### src/rtl/dmac_pkg.sv
package dmac_pkg;
    typedef enum logic [5:0] {
        OP_INT  = 6'h0A,
        OP_PACK = 6'h0B,
        OP_WIDE = 6'h0F
    } dmac_op_e;

    typedef enum logic [1:0] {
        SEL_HH_LL = 2'd0,
        SEL_LH_HL = 2'd1,
        SEL_HH_HH = 2'd2,
        SEL_LL_LL = 2'd3
    } dmac_sel_e;

    typedef enum logic {
        ST_IDLE = 1'b0,
        ST_HOLD = 1'b1
    } dmac_state_e;

    localparam int CTRL_RND_BIT  = 1;
    localparam int CTRL_BIAS_BIT = 2;
endpackage

### src/rtl/dmac_opsel.sv
module dmac_opsel
    import dmac_pkg::*;
#(
    parameter int HALF_W = 16,
    localparam int WORD_W = 2 * HALF_W
) (
    input  logic [1:0]        sel,
    input  logic [WORD_W-1:0] src_b,
    input  logic [WORD_W-1:0] src_c,
    output logic [HALF_W-1:0] a_x,
    output logic [HALF_W-1:0] a_y,
    output logic [HALF_W-1:0] d_x,
    output logic [HALF_W-1:0] d_y
);
    logic [HALF_W-1:0] b_hi, b_lo, c_hi, c_lo;

    assign b_hi = src_b[WORD_W-1:HALF_W];
    assign b_lo = src_b[HALF_W-1:0];
    assign c_hi = src_c[WORD_W-1:HALF_W];
    assign c_lo = src_c[HALF_W-1:0];

    always_comb begin
        unique case (dmac_sel_e'(sel))
            SEL_HH_LL: begin a_x = b_hi; a_y = c_hi; d_x = b_lo; d_y = c_lo; end
            SEL_LH_HL: begin a_x = b_lo; a_y = c_hi; d_x = b_hi; d_y = c_lo; end
            SEL_HH_HH: begin a_x = b_hi; a_y = c_hi; d_x = b_hi; d_y = c_hi; end
            SEL_LL_LL: begin a_x = b_lo; a_y = c_lo; d_x = b_lo; d_y = c_lo; end
            default:   begin a_x = b_hi; a_y = c_hi; d_x = b_lo; d_y = c_lo; end
        endcase
    end
endmodule

### src/rtl/dmac_lane.sv
module dmac_lane #(
    parameter int HALF_W = 16,
    localparam int WORD_W = 2 * HALF_W
) (
    input  logic [HALF_W-1:0] x,
    input  logic [HALF_W-1:0] y,
    input  logic [WORD_W-1:0] acc,
    input  logic              frac,
    input  logic              sub,
    output logic [WORD_W-1:0] sum
);
    logic signed [WORD_W-1:0] prod;
    logic        [WORD_W-1:0] scaled;

    always_comb begin
        prod   = $signed(x) * $signed(y);
        scaled = frac ? {prod[WORD_W-2:0], 1'b0} : prod;
        sum    = sub ? (acc - scaled) : (acc + scaled);
    end

    // a doubled product always has a cleared LSB
    always_comb begin
        if (frac) begin
            p_frac_even_r4: assert (scaled[0] == 1'b0);
        end
    end
endmodule

### src/rtl/dmac_round.sv
module dmac_round #(
    parameter int HALF_W = 16,
    localparam int WORD_W = 2 * HALF_W
) (
    input  logic [WORD_W-1:0] val_in,
    input  logic              rnd_en,
    input  logic              tie_even,
    output logic [WORD_W-1:0] val_out
);
    localparam logic [WORD_W-1:0] HALF_LSB = {{(WORD_W-1){1'b0}}, 1'b1} << (HALF_W-1);
    localparam logic [HALF_W:0]   TIE_PAT  = {2'b01, {(HALF_W-1){1'b0}}};

    logic is_tie;
    logic add_bias;

    always_comb begin
        is_tie   = (val_in[HALF_W:0] == TIE_PAT);
        add_bias = rnd_en && !(tie_even && is_tie);
        val_out  = add_bias ? (val_in + HALF_LSB) : val_in;
    end

    // without rounding enabled the lane value leaves unchanged
    always_comb begin
        if (!rnd_en) begin
            p_no_round_r6: assert (val_out == val_in);
        end
    end

    // an exact tie in even-rounding mode keeps its value; otherwise R8/R7 add half an LSB
    always_comb begin
        if (rnd_en) begin
            p_round_step_r9: assert ((val_out - val_in) == ((tie_even && val_in[HALF_W:0] == TIE_PAT) ? '0 : HALF_LSB));
        end
    end
endmodule

### src/rtl/dmac_q15.sv
module dmac_q15
    import dmac_pkg::*;
#(
    parameter int HALF_W = 16,
    localparam int WORD_W = 2 * HALF_W,
    localparam int LANES  = 2
) (
    input  logic              clk,
    input  logic              rst_n,
    input  logic              issue,
    input  logic [5:0]        op,
    input  logic [1:0]        sel,
    input  logic [1:0]        acc_pat,
    input  logic [31:0]       ctrl,
    input  logic [WORD_W-1:0] src_b,
    input  logic [WORD_W-1:0] src_c,
    input  logic [WORD_W-1:0] acc_a,
    input  logic [WORD_W-1:0] acc_d,
    output logic              out_valid,
    output logic [WORD_W-1:0] res_a,
    output logic [WORD_W-1:0] res_d,
    output logic              we_a,
    output logic              we_d
);
    dmac_state_e state_q, state_d;

    logic              op_known, is_frac, is_pack, accept;
    logic [HALF_W-1:0] lx [LANES];
    logic [HALF_W-1:0] ly [LANES];
    logic [WORD_W-1:0] lacc [LANES];
    logic [WORD_W-1:0] lsum [LANES];
    logic [WORD_W-1:0] lrnd [LANES];
    logic [LANES-1:0]  lsub;
    logic [WORD_W-1:0] word_a, word_d;

    always_comb begin
        op_known = 1'b0;
        is_frac  = 1'b0;
        is_pack  = 1'b0;
        case (op)
            OP_INT:  op_known = 1'b1;
            OP_WIDE: begin op_known = 1'b1; is_frac = 1'b1; end
            OP_PACK: begin op_known = 1'b1; is_frac = 1'b1; is_pack = 1'b1; end
            default: op_known = 1'b0;
        endcase
        accept = issue && op_known;
    end

    dmac_opsel #(.HALF_W(HALF_W)) u_opsel (
        .sel   (sel),
        .src_b (src_b),
        .src_c (src_c),
        .a_x   (lx[0]),
        .a_y   (ly[0]),
        .d_x   (lx[1]),
        .d_y   (ly[1])
    );

    assign lacc[0] = acc_a;
    assign lacc[1] = acc_d;
    assign lsub[0] = acc_pat[1];
    assign lsub[1] = acc_pat[0];

    for (genvar g = 0; g < LANES; g++) begin : g_lane
        dmac_lane #(.HALF_W(HALF_W)) u_lane (
            .x    (lx[g]),
            .y    (ly[g]),
            .acc  (lacc[g]),
            .frac (is_frac),
            .sub  (lsub[g]),
            .sum  (lsum[g])
        );
        dmac_round #(.HALF_W(HALF_W)) u_round (
            .val_in   (lsum[g]),
            .rnd_en   (is_frac && ctrl[CTRL_RND_BIT]),
            .tie_even (is_pack && !ctrl[CTRL_BIAS_BIT]),
            .val_out  (lrnd[g])
        );
    end

    always_comb begin
        if (is_pack) begin
            word_a = {lrnd[0][WORD_W-1:HALF_W], lrnd[1][WORD_W-1:HALF_W]};
            word_d = '0;
        end else begin
            word_a = lrnd[0];
            word_d = lrnd[1];
        end
    end

    // state register
    always_ff @(posedge clk or negedge rst_n) begin
        if (!rst_n) state_q <= ST_IDLE;
        else        state_q <= state_d;
    end

    always_comb begin
        unique case (state_q)
            ST_IDLE: state_d = accept ? ST_HOLD : ST_IDLE;
            ST_HOLD: state_d = accept ? ST_HOLD : ST_IDLE;
            default: state_d = ST_IDLE;
        endcase
    end

    // output registers
    always_ff @(posedge clk or negedge rst_n) begin
        if (!rst_n) begin
            res_a <= '0;
            res_d <= '0;
            we_a  <= 1'b0;
            we_d  <= 1'b0;
        end else if (accept) begin
            res_a <= word_a;
            res_d <= word_d;
            we_a  <= 1'b1;
            we_d  <= !is_pack;
        end else begin
            we_a  <= 1'b0;
            we_d  <= 1'b0;
        end
    end

    assign out_valid = (state_q == ST_HOLD);

    p_accept_valid_r12: assert property (@(posedge clk) disable iff (!rst_n)
        accept |=> out_valid);
    p_reject_quiet_r1: assert property (@(posedge clk) disable iff (!rst_n)
        !accept |=> (!out_valid && !we_a && !we_d));
    p_packed_one_dest_r10: assert property (@(posedge clk) disable iff (!rst_n)
        (accept && op == OP_PACK) |=> (we_a && !we_d));
    p_wide_two_dest_r11: assert property (@(posedge clk) disable iff (!rst_n)
        (accept && op != OP_PACK) |=> (we_a && we_d));
endmodule

### config.mk
export PLATFORM = sky130hd
export DESIGN_NAME = dmac_q15
export DESIGN_NICKNAME = d
export VERILOG_FILES = /design/src/rtl/dmac_pkg.sv /design/src/rtl/dmac_opsel.sv /design/src/rtl/dmac_lane.sv /design/src/rtl/dmac_round.sv /design/src/rtl/dmac_q15.sv
export SDC_FILE = /design/constraint.sdc
export NUM_CORES = 2
export LEC_CHECK = 0
export ABC_AREA = 1
export BUFFER_PORTS_ARGS = -buffer_cell sky130_fd_sc_hd__buf_2
export CORE_UTILIZATION = 25
export DETAILED_ROUTE_END_ITERATION = 7
export PLACE_DENSITY = 0.46
export SLEW_MARGIN = 10
export SYNTH_ARGS = -nofsm -noshare
export SYNTH_HDL_FRONTEND = slang
export SYNTH_HIERARCHICAL = 1
export SYNTH_SLANG_ARGS = --single-unit
### constraint.sdc
create_clock -name clk -period 1.3 [get_ports clk]
set_input_delay 0.195 -clock clk [delete_from_list [all_inputs] [get_ports clk]]
set_output_delay 0.195 -clock clk [all_outputs]
set_load 0.005 [all_outputs]
==> impl_metrics.yaml <==
run_status:
  status: "complete, but fails checks"
  violations: "setup timing"
clocking:
  clk_pin_slew_ps: 70
  cts_buffer_depth: 2
  h-tree-depth: 3
  cts_buffers: 9
  cts_sinks: 66
  clock-root-buffer: "clkbuf_16"
  cts_tree: "yes"
  clock_latency_ps: 350
synthesis:
  synth.distinct_cells: 53
  synthFlopType: "dfrtp_1"
  syn_area_sq_um: 33900
  synth_warnings: 6
  synth-seq-cells: 66
  synthCells: 5120
  synth.yosys.seq_area_share_pct: 4.87
  syn_nets: 6053
  synth-edff-count: 0
  postSynthAreaPerCell_sq_um: 6.63
  synth-async-reset-ratio_pct: 100
final_layout:
  fin_nets: 7208
  diodes: 0
  instances_no_fill: 8048
  drive_above_1_share_pct: 36.9
  n_fill_cell: 14200
  seqCellArea_sq_um: 1650
  area_growth_syn_to_layout_pct: 49.3
  multiInputGateArea_sq_um: 31100
timing:
  setup_slack_ps: -7350
  fin_skew_ps: 0
  final_hold_viol_count: 0
  min_period_over_period_pct: 665
  fmax_mhz: 116
  rsz0062_at_grt: "true"
  tightest_slew_ps: 544
  period_needed_ps: 8650
  slew_headroom_pct: 63.7
  setup_tns_ps: -414970
  final_max_slew_viol_count: 0
  holdWs_ps: 225
  setup_viol: 64
floorplan:
  start_util_pct: 25.3
  coreArea_sq_um: 134000
  die_area_sq_um: 137000
  rows: 134
  ios: 240
  die_x_um: 370
  die_y_um: 370
route:
  drc: 0
  num_vias: 34800
  drt-pass1-iter-count: 7
  drt_iter0_drc: 1428
  ant_nets: 0
  wl_per_cell_um: 15.2
  viasPerCell: 4.33
  finalWirelength_um: 122000
global_route:
  grt.total_usage_pct: 18.2
  grt_max_degree: 49
  met3_usage_pct: 0.890
  grt_pass1_vias: 37300
  antenna_found_initial: 3
  use_met2_pct: 34.3
  grtUsageMet1_pct: 23.1
  grt_overflow: 0
  grt_pass1_wl_um: 198000
  top_usage_layer: "met2"
placed_design:
  io_buffers: 209
  dp.cells: 7886
  dp_hpwl_um: 106000
  place.gp.congestion: 0.898
worst_hold_path:
  hp-class: "in2async"
setup_path:
  path_class: "in2reg"
  max_stage_delay_ps: 570
  worstPathArrival_ps: 8900
  critPathRequiredTime_ps: 1550
  crit_buf_inv: 14
  cp_max_fo: 6
  cp_common_cell: "nand2_1"
  critPathCaptureType: "flip-flop"
  crit_slowest_cell: "fa_2"
  startpoint_type: "primary input"
  path_delay_family: "adder cells"
run:
  maxCapViolations: 0
==> cells by family (layout without fill, tap and decap cells) <==
logic type,count (synthesis),count (layout),synth area share (%)
xor+xnor,139,139,3.59
flops,66,66,4.87
fa+ha+maj,760,760,39.7
buf+inv,1424,2584,16.6
simple gates,2381,2381,29.7
compound gates,350,350,5.61
==> per-stage QoR <==
step	area (sq um)	utilization, %	setup slack, ps
2_1_floorplan	35900	-	-6860
3_3_place_gp	45900	34.2	-8230
3_5_place_dp	45900	34.2	-8250
4_1_cts	48800	36.4	-7330
5_1_grt	50700	37.8	-7830
6_report	50700	37.8	-7350
==> synthesized netlist by cell type (all sizes together) (2+ instances only) <==
master     n  share of area, %
nor2     321               4.1
ha       234               8.6
a21oi    150               2.3
nor3b      2             0.074
clkinv     3             0.033
fa       526                31
o221a      2             0.066
o21ai    162               2.4
o21a       4             0.089
inv     1215                13
nand3b    12              0.27
a31oi      3             0.055
dfrtp     66               4.9
o211ai     3             0.066
nand2   1617                18
a21o       7              0.15
o21bai     8              0.18
nor3      34              0.56
clkbuf   119               1.3
a21boi     6              0.13
nand4     71               1.3
and2      10              0.19
or2       18              0.33
xnor2     48               1.2
xor2      91               2.3
buf       87               1.8
nand3    295               4.7
==> timing repair <==
| item | 4_1_cts | 5_1_grt |
|---|---|---|
| buffers inserted | 76 | 68 |
| hold buffers | 1 | 0 |
| resized for setup | 438 | 340 |
| hold endpoints to repair | 41 | 0 |
| cloned | 2 | 4 |
| pin swaps | 203 | 212 |
| endpoints found under the setup margin | 64 | 64 |
==> worst register-to-register path, stage by stage (launching register included) <==
cell and delay, ps:
dfrtp_1 420, nand2_1 80, o21ai_1 60
==> area by class of cell <==
class                           count  share of cell area, %
Clock inverter                      7                  0.116
Clock buffer                        9                  0.445
Timing Repair Buffer             1350                   21.4
Tap cell                         1768                   4.37
Inverter                         1218                   9.06
Multi-Input combinational cell   3630                   61.4
Sequential cell                    66                   3.26
==> registers in the layout (all words and copies together), names as in the netlist <==
| signal | flops |
|---|---|
| we_d | 1 |
| we_a | 1 |
| res_a | 32 |
| res_d | 32 |
==> worst paths after layout <==
kind                                  startpoint               endpoint  slack, ps  cells past startpoint
max in group asynchronous                  rst_n  res_a[10]$_DFFE_PN0P_        460                      3
min reg2reg                res_a[29]$_DFFE_PN0P_  res_a[29]$_DFFE_PN0P_        470                      2
min                                        rst_n  res_a[22]$_DFFE_PN0P_        220                      2
max                                       sel[1]  res_a[31]$_DFFE_PN0P_      -7350                     57
min in group clk                           op[4]  res_d[21]$_DFFE_PN0P_        330                      4
max reg2reg                 res_d[7]$_DFFE_PN0P_   res_d[7]$_DFFE_PN0P_        630                      2
==> routing by layer <==
layer / wire [um] / part of all wire [%] / up-vias
met5: 26 / 0.021 / -
met4: 1670 / 1.4 / 4
met3: 2780 / 2.3 / 95
met2: 64100 / 52 / 424
met1: 53600 / 44 / 16900
li1: - / - / 17400
==> layout by cell type, fill, tap and decap left out, types with 14 or more instances in the layout <==
master	count
a21oi_2	64
ha_1	138
fa_2	27
ha_4	86
nor2_1	158
o21ai_0	26
buf_4	1015
buf_12	73
nand2_4	45
or2_2	14
buf_2	208
o21ai_4	19
xor2_1	59
a21oi_1	68
xnor2_1	28
nand2_1	1348
dfrtp_1	66
nand4_1	70
nor2_2	81
nand3_1	231
o21ai_2	37
xnor2_2	14
nor2_4	82
inv_2	81
xor2_2	24
nand3_2	57
nand2_2	222
a21oi_4	18
inv_1	1130
fa_1	499
buf_6	43
o21ai_1	80
Power is left out: the tool's default activity adds up to more than one toggle a clock period on the data nets, which glitch-free logic cannot reach.
